===== config.mk =====
export PLATFORM = sky130hd
export DESIGN_NAME = afu_top
export DESIGN_NICKNAME = d
export VERILOG_FILES = /design/src/rtl/afu_pkg.sv /design/src/rtl/afu_adder.sv /design/src/rtl/afu_flag_gen.sv /design/src/rtl/afu_top.sv
export SDC_FILE = /design/constraint.sdc
export NUM_CORES = 1
export LEC_CHECK = 0
export BUFFER_PORTS_ARGS = -buffer_cell sky130_fd_sc_hd__buf_2
export CAP_MARGIN = 25
export CORE_ASPECT_RATIO = 0.9
export CORE_MARGIN = 3
export CORE_UTILIZATION = 35
export DETAILED_ROUTE_END_ITERATION = 10
export PLACE_DENSITY_LB_ADDON = 0.08
export SYNTH_ARGS = -nofsm -noshare
export SYNTH_HDL_FRONTEND = slang
export SYNTH_SLANG_ARGS = --single-unit

===== constraint.sdc =====
create_clock -name clk -period 2.72 [get_ports clk]
set_clock_uncertainty 0.1 [all_clocks]
set_input_delay 0.408 -clock clk [delete_from_list [all_inputs] [get_ports clk]]
set_output_delay 0.408 -clock clk [all_outputs]
set_load 0.02 [all_outputs]

===== src/rtl/afu_pkg.sv =====
package afu_pkg;

  typedef enum logic {
    AFU_ADD = 1'b0,
    AFU_SUB = 1'b1
  } afu_op_e;

  localparam int FLAG_WORD_W = 16;
  localparam int POS_OVF     = 11;
  localparam int POS_SIGN    = 7;
  localparam int POS_ZERO    = 6;
  localparam int POS_AUX     = 4;
  localparam int POS_PAR     = 2;
  localparam int POS_CRY     = 0;

  typedef struct packed {
    logic ovf;
    logic sign;
    logic zero;
    logic aux;
    logic par;
    logic cry;
  } afu_flags_t;

endpackage


===== src/rtl/afu_adder.sv =====
// Adder core: one shared adder for add and subtract, exposing the three
// internal carries that flag logic needs (nibble, into MSB, out of MSB).
module afu_adder #(
  parameter int W   = 8,
  parameter int NIB = 4
) (
  input  logic         sub,
  input  logic [W-1:0] a,
  input  logic [W-1:0] b,
  output logic [W-1:0] sum,
  output logic         c_nib,
  output logic         c_msb_in,
  output logic         c_out
);
  logic [W-1:0] b_eff;
  logic [NIB:0] lo_sum;
  logic [W-1:0] low_sum;
  logic [W:0]   full_sum;

  always_comb begin
    b_eff    = sub ? ~b : b;
    lo_sum   = {1'b0, a[NIB-1:0]} + {1'b0, b_eff[NIB-1:0]} + (NIB+1)'(sub);
    low_sum  = {1'b0, a[W-2:0]} + {1'b0, b_eff[W-2:0]} + W'(sub);
    full_sum = {1'b0, a} + {1'b0, b_eff} + (W+1)'(sub);
    sum      = full_sum[W-1:0];
    c_nib    = lo_sum[NIB];
    c_msb_in = low_sum[W-1];
    c_out    = full_sum[W];
  end
endmodule


===== src/rtl/afu_flag_gen.sv =====
// Derives the six status conditions from the adder outputs and packs them.
module afu_flag_gen
  import afu_pkg::*;
#(
  parameter int W = 8
) (
  input  logic                   sub,
  input  logic [W-1:0]           sum,
  input  logic                   c_nib,
  input  logic                   c_msb_in,
  input  logic                   c_out,
  output afu_flags_t             flags,
  output logic [FLAG_WORD_W-1:0] word
);
  localparam int PAR_BITS = 8;

  always_comb begin
    flags.zero = (sum == '0);
    flags.sign = sum[W-1];
    // Raw carries become borrows on subtraction.
    flags.cry  = c_out ^ sub;
    flags.aux  = c_nib ^ sub;
    flags.ovf  = c_msb_in ^ c_out;
    flags.par  = ~^sum[PAR_BITS-1:0];
  end

  always_comb begin
    word           = '0;
    word[POS_OVF]  = flags.ovf;
    word[POS_SIGN] = flags.sign;
    word[POS_ZERO] = flags.zero;
    word[POS_AUX]  = flags.aux;
    word[POS_PAR]  = flags.par;
    word[POS_CRY]  = flags.cry;
  end
endmodule


===== src/rtl/afu_top.sv =====
module afu_top
  import afu_pkg::*;
#(
  parameter int W   = 8,
  parameter int NIB = 4
) (
  input  logic                   clk,
  input  logic                   rst,
  input  logic                   in_valid,
  input  logic                   in_op,
  input  logic [W-1:0]           in_a,
  input  logic [W-1:0]           in_b,
  output logic                   out_valid,
  output logic [W-1:0]           out_result,
  output logic                   out_zero,
  output logic                   out_carry,
  output logic                   out_aux,
  output logic                   out_sign,
  output logic                   out_ovf,
  output logic                   out_parity,
  output logic [FLAG_WORD_W-1:0] out_flags
);
  // Stage 1: operand capture
  logic         cap_vld;
  afu_op_e      cap_op;
  logic [W-1:0] cap_a, cap_b;

  always_ff @(posedge clk) begin
    if (rst) begin
      cap_vld <= 1'b0;
      cap_op  <= AFU_ADD;
      cap_a   <= '0;
      cap_b   <= '0;
    end else begin
      cap_vld <= in_valid;
      if (in_valid) begin
        cap_op <= afu_op_e'(in_op);
        cap_a  <= in_a;
        cap_b  <= in_b;
      end
    end
  end

  // Combinational datapath
  logic                   is_sub;
  logic [W-1:0]           sum;
  logic                   c_nib, c_msb_in, c_out;
  afu_flags_t             flg;
  logic [FLAG_WORD_W-1:0] word;

  assign is_sub = (cap_op == AFU_SUB);

  afu_adder #(.W(W), .NIB(NIB)) u_adder (
    .sub      (is_sub),
    .a        (cap_a),
    .b        (cap_b),
    .sum      (sum),
    .c_nib    (c_nib),
    .c_msb_in (c_msb_in),
    .c_out    (c_out)
  );

  afu_flag_gen #(.W(W)) u_flags (
    .sub      (is_sub),
    .sum      (sum),
    .c_nib    (c_nib),
    .c_msb_in (c_msb_in),
    .c_out    (c_out),
    .flags    (flg),
    .word     (word)
  );

  // Stage 2: result registers, held until the next captured operation
  always_ff @(posedge clk) begin
    if (rst) begin
      out_valid  <= 1'b0;
      out_result <= '0;
      out_zero   <= 1'b0;
      out_carry  <= 1'b0;
      out_aux    <= 1'b0;
      out_sign   <= 1'b0;
      out_ovf    <= 1'b0;
      out_parity <= 1'b0;
      out_flags  <= '0;
    end else begin
      out_valid <= cap_vld;
      if (cap_vld) begin
        out_result <= sum;
        out_zero   <= flg.zero;
        out_carry  <= flg.cry;
        out_aux    <= flg.aux;
        out_sign   <= flg.sign;
        out_ovf    <= flg.ovf;
        out_parity <= flg.par;
        out_flags  <= word;
      end
    end
  end
endmodule


Word level (Yosys, flattened, before mapping)

Index checks and enable logic that the tools add are counted.

Flip-flop bits (word level): 39
Input bits: 20
Output and inout bits: 31
Logic and storage cells: 26

$add $sub $neg: 6
Mux-type cells: 1
Bitwise logic cells: 4
Reductions and logical operators: 2

Operators by type and width:

| cell              | number |
|---|---|
| $add 8x8->9       | 1 |
| $add 9x1->9       | 1 |
| $add 7x7->8       | 1 |
| $add 8x1->8       | 1 |
| $logic_not 8->1   | 1 |
| $mux 8            | 1 |
| $not 8->8         | 1 |
| $reduce_xnor 8->1 | 1 |
| $add 4x4->5       | 1 |
| $add 5x1->5       | 1 |
| $xor 1x1->1       | 3 |

Depth between registers and ports, before layout

Word-level depth: 5
Mapped depth: 12
Depth with buffers taken out: 11

By module

A second synthesis with hierarchy kept.

Cell total of the unflattened synthesis: 238
Area total of the unflattened synthesis: 2414.8 sq um

Modules (own cells, without submodules):

| module       | times used | cells an instance | area each (sq um) | sequential area each (sq um) |
|---|---|---|---|---|
| afu_top      | 1          | 156               | 1747.9            | 980.9 |
| afu_adder    | 1          | 45                | 394.1             | 0.0 |
| afu_flag_gen | 1          | 37                | 272.8             | 0.0 |

Worst setup path before layout

Ideal clock, no wire load.

Kind: flip-flop to flip-flop
Start: register cap_op
End: register out_flags[2]
Library setup time: 128 ps
Data arrival time: 2774 ps
Required time: 2492 ps
Path slack: -282 ps
Cell stages (with the launch flop): 13
Buffers on the path: 1
Clock period less this slack: 3002 ps
Path through: dfxtp_1 clkbuf_1 xor2_1 fa_1 a21o_1 a21oi_1 o21ai_0 xnor2_1 ha_1 xnor2_1 xnor2_1 mux2i_1 nor2_1

Longest elaborated chain between the ends: 4

RTL lines:

| item                   | line               | source |
|---|---|---|
| start, declared        | afu_top.sv:25      | `afu_op_e cap_op;` |
| start signal, assigned | afu_top.sv:37      | `cap_op <= afu_op_e'(in_op);` |
| $mux 8                 | afu_adder.sv:21    | `b_eff = sub ? ~b : b;` |
| $add 8x8->9            | afu_adder.sv:24    | `full_sum = {1'b0, a} + {1'b0, b_eff} + (W+1)'(sub);` |
| $add 9x1->9 (*)        | afu_adder.sv:24    |  |
| $reduce_xnor 8->1 (*)  | afu_flag_gen.sv:24 | `flags.par = ~^sum[PAR_BITS-1:0];` |
| end signal, assigned   | afu_top.sv:95      | `out_flags <= word;` |
| end, declared          | afu_top.sv:21      | `output logic [FLAG_WORD_W-1:0] out_flags` |

Mark *: on every way between the ends. The rest lies on a longest branch, timed or not.
A chain may end at the register's enable or synchronous reset.

Worst setup path after layout

Ends and elaborated chain as after synthesis.

==> results by group <==
Detailed routing
  • Initial DRC count: 34
  • Vias: ~1,300
  • Post-route DRC: 0
  • Final ANT Viol Nets: 0
  • Vias per cell: between 4 and 5
  • DRT Pass-1 Iters: 3
  • WL final: around 3.7 mm
  • Routed length per placed instance: 12.4 um

Floorplan
  • Die width: roughly 80 um
  • Core area: between 0.004 and 0.005 sq mm
  • Initial Util: 37.6%
  • Std cell rows: 23
  • IO Count: 51
  • Die area: a little under 0.006 sq mm
  • Die H: slightly above 70 um

CTS
  • CTS buffer count: 5
  • Post-CTS Hold Buffers: 0
  • Max Root-Sink Buffers: 2
  • Root Buffer: clkbuf_8
  • Clock-pin transition on the worst setup and hold timing paths: roughly 60 ps
  • Clock sink total: 32
  • TritonCTS clock tree: done
  • Clock Latency Late Sink: between 200 and 300 ps
  • H-tree levels: 2

Timing
  • RSZ-0062 raised after global routing: yes
  • Setup_tns: 0 ps
  • Worst setup margin: 12.7 ps
  • Fin Hold WS: approximately 260 ps
  • Final hold vios: 0
  • Setup violators final: 0
  • Final Max Tran Viols: 0
  • Max Fclk: about 370 MHz
  • Slew HR: between 60% and 70%
  • Final min period: 2710 ps
  • Period utilisation layout: roughly 100%
  • Tightest Pin Transition: ~570 ps

Global route
  • Vias in the first global route: approximately 1,300
  • Total GRT Usage: 13.6%
  • Grt ovf: 0
  • Global-route wire length before repair: roughly 6.1 mm
  • Largest net degree at the start of global routing: 35
  • Antenna violations before repair: 0

Final layout
  • Nets: 266
  • Register area: 646 sq um
  • FILL cells: ~480
  • Fraction of layout cells with a size suffix above 1: 35.5%
  • Ant. Diodes: 0
  • Commonest non-fill, non-tap cells in the layout: buf_2 (40), dfxtp_1 (30), nor2_1 (25), buf_4 (23), mux2i_1 (20)
  • Layout overhead on the synthesized area: 26.5%
  • Commonest non-fill, non-tap cell in the layout: buf_2
  • Multi-input gate area: 977 sq um
  • Non-filler instance count after layout: just under 300

Pwr
  • Leakage: approximately 1.1 nW
  • Maximum VDD drop: 0.257 mV
  • Pwr dens: 622 mW/mm^2

Worst setup path
  • Critical Path Fanout Max: 6
  • Data arrival time of the worst path: roughly 2800 ps
  • Critical path launch point type: flip-flop
  • Critical Path RT: 2770 ps
  • Crit. End Element: flip-flop
  • Crit Path Class: reg2reg

Logic synthesis
  • Flops & latches, synth: 32
  • Post-synthesis cell type count: 32
  • Cell Area, Synth: roughly 0.0017 sq mm
  • Post-synth EDFFs: 0
  • Sequential area share after synthesis: a little under two fifths
  • Ys async rst share: 0%
  • Syn_area_per_cell: 9.63 sq um
  • Post-Syn Instances: 180
  • Ys flop type: dfxtp_1
  • Ys Warns: 0

Placed design
  • HPWL after DPL: between 2 and 3 mm
  • Port Buffer Count: 40
  • RePlAce Congestion: 0.721
  • Number of instances in the placed design: approximately 280
  • Setup slack after placement: -151 ps

Job
  • Maxcap violations: 0

Min path
  • HP Class: in2reg

Status
  • Status: completed
==> flip-flops by register name, summed over array words and instances, names as in the netlist <==
name and cells:
cap_a 8, cap_b 8, out_result 7, out_flags 5, cap_op 1, cap_vld 1, out_ovf 1, out_valid 1
==> per-stage QoR <==
| step | area [sq um] | power [mW] | util (%) |
|---|---|---|---|
| global placement | 2010 | 0.933 | 43.7 |
| detailed placement | 2010 | 0.944 | 43.7 |
| floorplan | 1770 | 0.839 | - |
| global route | 2190 | 1.45 | 47.6 |
| CTS | 2190 | 1.38 | 47.5 |
| finish | 2190 | 1.36 | 47.6 |
==> critical path, cell delays in order (launching register included) <==
cell	delay, ps
dfxtp_4	370
buf_6	130
xor2_1	140
ha_1	290
and2_4	150
a221o_1	330
a31oi_4	180
xor2_1	170
ha_1	280
xnor2_2	150
xnor2_1	120
mux2i_1	130
nor2_1	50
==> synth_stat cells, types with 2 or more instances <==
cell type | count | area [sq um]
a211oi_1 | 2 | 15.0
a21o_1 | 3 | 22.5
a21oi_1 | 5 | 25.0
and2_1 | 2 | 12.5
buf_2 | 2 | 10.0
buf_4 | 17 | 128
clkbuf_1 | 7 | 26.3
dfxtp_1 | 32 | 641
ha_1 | 11 | 138
inv_1 | 3 | 11.3
mux2i_1 | 20 | 200
nand2_1 | 8 | 30.0
nor2_1 | 25 | 93.8
nor2b_1 | 3 | 18.8
o21ai_0 | 3 | 15.0
o22ai_1 | 3 | 18.8
xnor2_1 | 9 | 78.8
xor2_1 | 11 | 96.3
==> cells by family (layout without fill, tap and decap cells) <==
kind of cell             Yosys count  after routing  share of synthesized area (%)
AND/OR/NAND/NOR                   42             42                           10.5
flip-flops                        32             32                           37.0
buffers and inverters             29             74                           10.1
AO/OA/AOI/OAI                     23             23                           10.5
multiplexers                      21             21                           12.4
XOR/XNOR                          20             20                           10.1
adder cells (fa/ha/maj)           12             12                           9.10
other                              1             10                          0.216
==> layout make-up <==
class / count / area share (%)
clock buffers: 7 / 4.39
inverters: 3 / 0.514
multi-input cells: 128 / 44.6
flip-flops and latches: 32 / 29.5
well taps: 62 / 3.54
repair buffers: 64 / 17.5
==> layer usage <==
layer  share of wire, %  global-route usage, %
met1                 43                   16.3
met3                5.8                   3.95
met2                 50                   23.3
met5                  0                      0
met4                1.0                   4.50
==> path summary, 6_finish.rpt <==
| kind | startpoint | cells after the start | slack, ps | to |
|---|---|---|---|---|
| hold / removal | in_a[0] | 3 | 260 | cap_a[0] |
| setup reg to reg | cap_op | 12 | 10 | out_flags[2] |
| setup / recovery | cap_op | 12 | 10 | out_flags[2] |
| hold reg to reg | out_result[5] | 2 | 380 | out_result[5] |
==> power by group <==
group / switching (mW) / internal (mW) / total, mW / leakage (nW)
combinational: 0.225 / 0.223 / 0.449 / 0.796
clock: 0.161 / 0.225 / 0.386 / 0.0503
sequential: 0.0245 / 0.503 / 0.528 / 0.264
==> repair_timing <==
action                     4_1_cts  5_1_grt
pin swaps                        3        4
setup endpoints to repair        1        1
gates cloned                     0        0
resized for setup                9        2
setup buffers                    7        0
(Power assumes the default switching activity.)
